[src/rtl/board_ctrl_regs.sv]
module board_ctrl_regs #(
  parameter bit          BIG_ENDIAN = 1'b1,
  parameter int          DW         = 32,
  parameter int          AW         = 32,
  parameter int          DEC_BITS   = 20,
  parameter int          NCHAR      = 8,
  parameter logic [31:0] RESET_KEY  = 32'h42
) (
  input  logic                clk,
  input  logic                rst_n,
  input  logic                bus_rd,
  input  logic                bus_wr,
  input  logic [AW-1:0]       bus_addr,
  input  logic [DW-1:0]       bus_wdata,
  output logic [DW-1:0]       bus_rdata,
  output logic [7:0]          led_bar,
  output logic [NCHAR*8-1:0]  disp_chars,
  output logic                sys_reset_req,
  output logic                i2c_scl,
  output logic                i2c_sda,
  input  logic                eeprom_sda_in
);
  localparam logic [DEC_BITS-1:0] OFS_SWITCH = DEC_BITS'('h200);
  localparam logic [DEC_BITS-1:0] OFS_STATUS = DEC_BITS'('h208);
  localparam logic [DEC_BITS-1:0] OFS_JUMPER = DEC_BITS'('h210);
  localparam logic [DEC_BITS-1:0] OFS_LED    = DEC_BITS'('h408);
  localparam logic [DEC_BITS-1:0] OFS_HEXWRD = DEC_BITS'('h410);
  localparam logic [DEC_BITS-1:0] OFS_CHAR0  = DEC_BITS'('h418);
  localparam logic [DEC_BITS-1:0] OFS_SWRST  = DEC_BITS'('h500);
  localparam logic [DEC_BITS-1:0] OFS_BREAK  = DEC_BITS'('h508);
  localparam logic [DEC_BITS-1:0] OFS_GPOUT  = DEC_BITS'('hA00);
  localparam logic [DEC_BITS-1:0] OFS_GPIN   = DEC_BITS'('hA08);
  localparam logic [DEC_BITS-1:0] OFS_I2CIN  = DEC_BITS'('hB00);
  localparam logic [DEC_BITS-1:0] OFS_I2COE  = DEC_BITS'('hB08);
  localparam logic [DEC_BITS-1:0] OFS_I2COUT = DEC_BITS'('hB10);
  localparam logic [DEC_BITS-1:0] OFS_I2CSEL = DEC_BITS'('hB18);
  localparam logic [DW-1:0]       STATUS_VAL = BIG_ENDIAN ? DW'('h12) : DW'('h10);
  localparam logic [DW-1:0]       I2CIN_RST  = DW'('h3);

  logic [DEC_BITS-1:0] ofs;
  logic [7:0]          brk_q, gpo_q;
  logic [1:0]          oe_q;
  logic                sel_q;
  logic [DW-1:0]       i2co_q, rd_val;
  logic                wr_hex;

  assign ofs    = bus_addr[DEC_BITS-1:0];
  assign wr_hex = bus_wr && ofs == OFS_HEXWRD;

  function automatic logic [7:0] hex_ascii(input logic [3:0] n);
    return (n < 4'd10) ? (8'h30 + {4'd0, n}) : (8'h37 + {4'd0, n});
  endfunction

  always_ff @(posedge clk) begin
    if (!rst_n) begin
      led_bar       <= 8'h00;
      brk_q         <= 8'h0A;
      gpo_q         <= 8'h00;
      oe_q          <= 2'b00;
      i2co_q        <= DW'('h3);
      sel_q         <= 1'b1;
      sys_reset_req <= 1'b0;
    end else begin
      sys_reset_req <= bus_wr && ofs == OFS_SWRST && bus_wdata == RESET_KEY;
      if (bus_wr) begin
        case (ofs)
          OFS_LED:    led_bar <= bus_wdata[7:0];
          OFS_BREAK:  brk_q   <= bus_wdata[7:0];
          OFS_GPOUT:  gpo_q   <= bus_wdata[7:0];
          OFS_I2COE:  oe_q    <= bus_wdata[1:0];
          OFS_I2COUT: i2co_q  <= bus_wdata;
          OFS_I2CSEL: sel_q   <= bus_wdata[0];
          default: ;
        endcase
      end
    end
  end

  assign i2c_scl = i2co_q[1];
  assign i2c_sda = i2co_q[0];

  for (genvar k = 0; k < NCHAR; k++) begin : g_char
    logic wr_one;
    assign wr_one = bus_wr && ofs == OFS_CHAR0 + DEC_BITS'(8 * k);
    always_ff @(posedge clk) begin
      if (!rst_n)       disp_chars[8*k +: 8] <= 8'h20;
      else if (wr_hex)  disp_chars[8*k +: 8] <= hex_ascii(bus_wdata[4*(NCHAR-1-k) +: 4]);
      else if (wr_one)  disp_chars[8*k +: 8] <= bus_wdata[7:0];
    end
  end

  always_comb begin
    rd_val = '0;
    case (ofs)
      OFS_SWITCH: rd_val = '0;
      OFS_STATUS: rd_val = STATUS_VAL;
      OFS_JUMPER: rd_val = '0;
      OFS_LED:    rd_val = {{(DW-8){1'b0}}, led_bar};
      OFS_BREAK:  rd_val = {{(DW-8){1'b0}}, brk_q};
      OFS_GPOUT:  rd_val = {{(DW-8){1'b0}}, gpo_q};
      OFS_GPIN:   rd_val = sel_q ? i2co_q : '0;
      OFS_I2CIN:  rd_val = {I2CIN_RST[DW-1:1], eeprom_sda_in};
      OFS_I2COE:  rd_val = {{(DW-2){1'b0}}, oe_q};
      OFS_I2COUT: rd_val = i2co_q;
      OFS_I2CSEL: rd_val = {{(DW-1){1'b0}}, sel_q};
      default:    rd_val = '0;
    endcase
  end

  always_ff @(posedge clk) begin
    if (!rst_n)      bus_rdata <= '0;
    else if (bus_rd) bus_rdata <= rd_val;
    else             bus_rdata <= '0;
  end

  p_idle_rdata_r1: assert property (@(posedge clk) disable iff (!rst_n)
    $past(!bus_rd) |-> bus_rdata == '0);
  p_led_hold_r3: assert property (@(posedge clk) disable iff (!rst_n)
    $past(!bus_wr) |-> $stable(led_bar));
  p_disp_hold_r4: assert property (@(posedge clk) disable iff (!rst_n)
    $past(!bus_wr) |-> $stable(disp_chars));
  p_req_single_r6: assert property (@(posedge clk) disable iff (!rst_n)
    sys_reset_req |-> $past(bus_wr) && $past(bus_wdata) == RESET_KEY);
  p_pins_hold_r8: assert property (@(posedge clk) disable iff (!rst_n)
    $past(!bus_wr) |-> $stable({i2c_scl, i2c_sda}));
endmodule

[config.mk]
export PLATFORM = sky130hd
export DESIGN_NAME = board_ctrl_regs
export DESIGN_NICKNAME = d
export VERILOG_FILES = /design/src/rtl/board_ctrl_regs.sv
export SDC_FILE = /design/constraint.sdc
export NUM_CORES = 1
export LEC_CHECK = 0
export ABC_AREA = 1
export BUFFER_PORTS_ARGS = -buffer_cell sky130_fd_sc_hd__clkbuf_2
export CORE_MARGIN = 1
export CORE_UTILIZATION = 58
export DETAILED_ROUTE_END_ITERATION = 16
export GPL_TIMING_DRIVEN = 1
export PLACE_DENSITY = 0.84
export SLEW_MARGIN = 20
export SYNTH_ARGS = -nofsm -noshare
export SYNTH_HDL_FRONTEND = slang
export SYNTH_SLANG_ARGS = --single-unit
[constraint.sdc]
create_clock -name clk -period 3.9 [get_ports clk]
set_clock_uncertainty 0.05 [all_clocks]
set_input_delay 0.39 -clock clk [delete_from_list [all_inputs] [get_ports clk]]
set_output_delay 0.39 -clock clk [all_outputs]
set_load 0.05 [all_outputs]
# --- Yosys cells after proc, flatten, opt, wreduce, memory -nomap -nowiden ---
# Index checks and enable logic that the tools add are counted.
word_totals:
  register_bits: 156
  input_bits: 69
  output_inout_bits: 107
  word_cells: 112
classes:
  add_sub_neg: 16
  order_cmp: 8
  n_eq_ne: 20
  mux: 26
  reduce_logical: 26
ops:
  columns: ["op", "n"]
  rows:
  - ["32-bit case mux with 9 select lines", 1]
  - ["20-bit by 11-bit == test with 1-bit output, second input constant", 12]
  - ["8-bit 2-to-1 mux", 16]
  - ["20-bit by 12-bit == test with 1-bit output, second input constant", 6]
  - ["6-bit by 4-bit adder with 7-bit output, first input constant", 16]
  - ["7-bit 2-to-1 mux", 8]
  - ["32-bit by 7-bit == test with 1-bit output, second input constant", 1]
  - ["4-bit less-than comparator, second input constant", 8]
  - ["32-bit 2-to-1 mux", 1]
  - ["20-bit by 10-bit == test with 1-bit output, second input constant", 1]
  - ["2-bit nonzero test", 8]
  - ["2-bit AND reduction", 7]
  - ["1-bit logical AND", 11]

# --- Logic depth before layout (Yosys ltp) ---
depth:
  word_depth: 4
  depth_mapped: 13
  mapped_depth_nobuf: 12

# --- Worst setup path before layout ---
# Ideal clock, no wire load.
synth_timing:
  path_kind: "input port to flip-flop"
  from: "input port bus_addr[1]"
  to: "register i2co_q[6]"
  setup_time_ns: 0.120
  t_arrival_ns: 1.601
  required_time_ns: 3.730
  slack_ns: 2.129
  cell_stages: 10
  path_buffers: 2
  path_cell_list: "nor2_1 nand3_2 nor2_8 inv_4 nor2_8 nand2_4 clkinv_2 buf_6 buf_4 a21oi_2"
synth_via:
  elab_chain_len: 2
synth_rtl:
  columns: ["item", "line_no", "text"]
  rows:
  - ["from (decl)", "13", "input logic [AW-1:0] bus_addr,"]
  - ["20-bit by 12-bit == test with 1-bit output", "66", "case (ofs)"]
  - ["2-bit AND reduction (no source line)", null, null]
  - ["to (signal assigned)", "60", "i2co_q <= DW'('h3);"]
  - ["to (signal assigned)", "71", "OFS_I2COUT: i2co_q <= bus_wdata;"]
  - ["to (decl)", "44", "logic [DW-1:0] i2co_q, rd_val;"]
# No other way between the ends.
# A chain may end at the register's enable or synchronous reset.

# --- Worst setup path in the final report ---
layout_timing:
  from: "input port bus_addr[8]"
  to: "register disp_chars[6]"
layout_via:
  elab_chain_len: 3
  elab_cells_between_ends: 6
  cone_classes: "eq/ne (2); mux (1); reduce/logical (3)"
layout_rtl:
  columns: ["item", "line_no", "text"]
  rows:
  - ["20-bit by 11-bit == test with 1-bit output, on equally long branches", "48, 84", null]
  - ["1-bit logical AND, on equally long branches", "48, 84", null]
  - ["8-bit 2-to-1 mux or 2-bit nonzero test (tied branches)", null, null]
  - ["to (signal, indexed assignment)", "87", "else if (wr_hex) disp_chars[8*k +: 8] <= hex_ascii(bus_wdata[4*(NCHAR-1-k) +: 4]);"]
  - ["to (signal, indexed assignment)", "88", "else if (wr_one) disp_chars[8*k +: 8] <= bus_wdata[7:0];"]
  - ["to (decl)", "17", "output logic [NCHAR*8-1:0] disp_chars,"]
# Parallel ways exist; a longest one is shown, timed or not.

==> flow_summary.yaml <==
flow_run:
  cap_viol_max_count: 0
setup_path:
  worstSetupPathType: "input pin to flop"
  required_ns: 4.12
  cp_data_arrival_time_ns: 2.36
  crit_path_max_fanout: 27
  cp-start-kind: "input pin"
  end_kind: "flop"
  path_cells: "clkbuf_2, inv_1, nand2_1, nor2_4, inv_2, nor2_8, nand3_4, inv_2, nand2_1, nand3_1, a21oi_1"
  reg2reg_slack_ns: 2.49
  cp_slowest_stage_delay_ns: 0.48
  slowest_stage: "inv_2"
cells_and_area:
  area.sequential_sq_um: 3120
  layout-drive-gt1-share: 0.207
  num-nets-final: 1266
  diodes: 0
  multi_input_area_sq_um: 3540
  finalNonFillerCells: 1362
  fillers: 1034
  synthToLayoutAreaGrowth_pct: 19.1
  utilization: 0.718
timing:
  max_freq_mhz: 467
  period_share: 0.549
  worstMarginPinSlew_ns: 0.936
  fin_setup_tns_ns: 0
  post-route-min-period_ns: 2.14
  setup_violations: 0
  hold_violations: 0
  rsz0062_at_grt: "no"
  slew_headroom: 0.376
  slew_violations: 0
clocking:
  cts_tree: "yes"
  clkTransAtPathRegs_ns: 0.06
  postCtsResizedCells: 0
  cts_num_sinks: 156
  clk_path_buf_depth: 2
  ctsHoldBuffers: 0
  clkLatencyLatePin_ns: 0.43
  cts_htree_levels: 4
  cts_setup_buffers: 0
  cts_inserted_buffers: 17
  clockRootBuffer: "clkbuf_16"
power:
  powerDensity_nw_per_um2: 391
  leakage_nw: 4.18
  irDropWorstVdd_v: 0.000250
  power_mw: 3.42
synth:
  synth-seq-cells: 156
  synthCells: 1036
  ys_warn_count: 0
  synth-seq-area-share: 0.424
  syn-num-nets: 1121
  synth_area_per_cell_sq_um: 7.10
  synth_area_sq_um: 7360
  synthDistinctLibCells: 36
die:
  die_w_um: 115
  die-area_sq_um: 13100
  initial_core_util: 0.603
  core_area_sq_um: 12200
  io_pins: 176
  die_y_um: 115
  rows: 40
route:
  first_pass_iters: 6
  wl_mm: 21.4
  wl_per_cell_um: 15.7
  vias: 7534
  drc_errors: 0
  dr.first_iter.drc_count: 829
  antenna_left: 0
  via_per_inst: 5.53
placement:
  place_congestion: 0.921
  dpl.hpwl_mm: 15.2
  portBuffers: 163
  dp_cells: 1330
grt:
  antenna_found_initial: 0
  grt_usage: 0.339
  gr-total-overflow: 0
  first_global_vias: 6778
  grt_max_degree: 64
  grt_pass1_wl_mm: 34.2
run_status:
  status: "finished clean"
min_path:
  hold_path.class: "input pin to flop"
kinds of logic after synthesis:
group / share of synthesized area
flops: 0.424
simple gates: 0.276
buf+inv: 0.0939
compound gates: 0.172
xor+xnor: 0.00714
fa+ha+maj: 0.0272
layer usage:
| layer | up-vias | global-route usage | wire, um |
|---|---|---|---|
| met4 | 0 | 0.150 | 628 |
| met1 | 3406 | 0.470 | 9230 |
| met5 | - | 0 | 0 |
| met3 | 54 | 0.0656 | 2140 |
| met2 | 417 | 0.511 | 9370 |
| li1 | 3657 | - | - |
cell usage after synthesis (all sizes together):
master,instances,share of area
a21oi,103,0.078
a31oi,2,0.0017
buf,24,0.022
clkbuf,15,0.0077
clkinv,1,0.00068
dfxtp,156,0.42
ha,16,0.027
inv,124,0.064
nand2,194,0.10
nand3,56,0.041
nand3b,1,0.0010
nand4,27,0.023
nor2,165,0.098
nor3,12,0.0082
nor4,1,0.00085
o211ai,4,0.0041
o21a,1,0.0010
o21ai,126,0.086
o21bai,1,0.0010
or2,1,0.00085
xor2,6,0.0071
worst max-delay path: cells and delay by family:
family | cells | cell delay, ns
buf+inv | 4 | 0.78
compound gates | 1 | 0.07
simple gates | 6 | 1.11
per-stage QoR:
step | setup WS (ns) | hold WS [ns] | cell area, sq um
floorplan | 2.13 | 0.369 | 7360
global placement | 1.44 | 0.380 | 8180
detailed placement | 1.39 | 0.382 | 8180
CTS | 1.82 | 0.198 | 8770
global route | 1.51 | 0.217 | 8770
finish | 1.76 | 0.210 | 8770
registers in the layout (all words and copies together), names as in the netlist:
register and flops:
brk_q 8, bus_rdata 32, disp_chars 64, gpo_q 8, i2co_q 32, led_bar 8, oe_q 2, sel_q 1
sys_reset_req 1
worst paths after layout:
check	from	to	cells past startpoint
worst max register to register	sel_q	bus_rdata[27]	4
worst min-delay path	bus_wdata[19]	i2co_q[19]	3
worst min register to register	i2co_q[18]	bus_rdata[18]	2
worst max-delay path	bus_addr[8]	disp_chars[6]	11
cell usage in the layout, fill, tap and decap left out, types with 6 or more instances in the layout:
| master | instances |
|---|---|
| nand2_1 | 186 |
| clkbuf_2 | 163 |
| dfxtp_1 | 156 |
| nor2_1 | 152 |
| inv_1 | 114 |
| o21ai_0 | 109 |
| a21oi_1 | 89 |
| nand3_1 | 53 |
| nand4_1 | 27 |
| o21ai_1 | 17 |
| clkbuf_16 | 17 |
| ha_1 | 16 |
| a21oi_2 | 13 |
| nor3_1 | 12 |
| inv_2 | 9 |
| nand2_2 | 6 |
| xor2_1 | 6 |
power by group:
| group | switching [mW] | total [mW] | internal, mW |
|---|---|---|---|
| sequential | 0.00000125 | 1.59 | 1.59 |
| combinational | 0.148 | 0.203 | 0.0557 |
| clock | 0.702 | 1.63 | 0.926 |
layout make-up:
class | instances | share of cell area
multi-input cells | 716 | 0.404
flip-flops and latches | 156 | 0.356
repair buffers | 165 | 0.0948
inverters | 125 | 0.0540
clock buffers | 19 | 0.0517
well taps | 168 | 0.0240
clock inverters | 13 | 0.0150
Note: power is estimated with default switching activity, not from simulation.
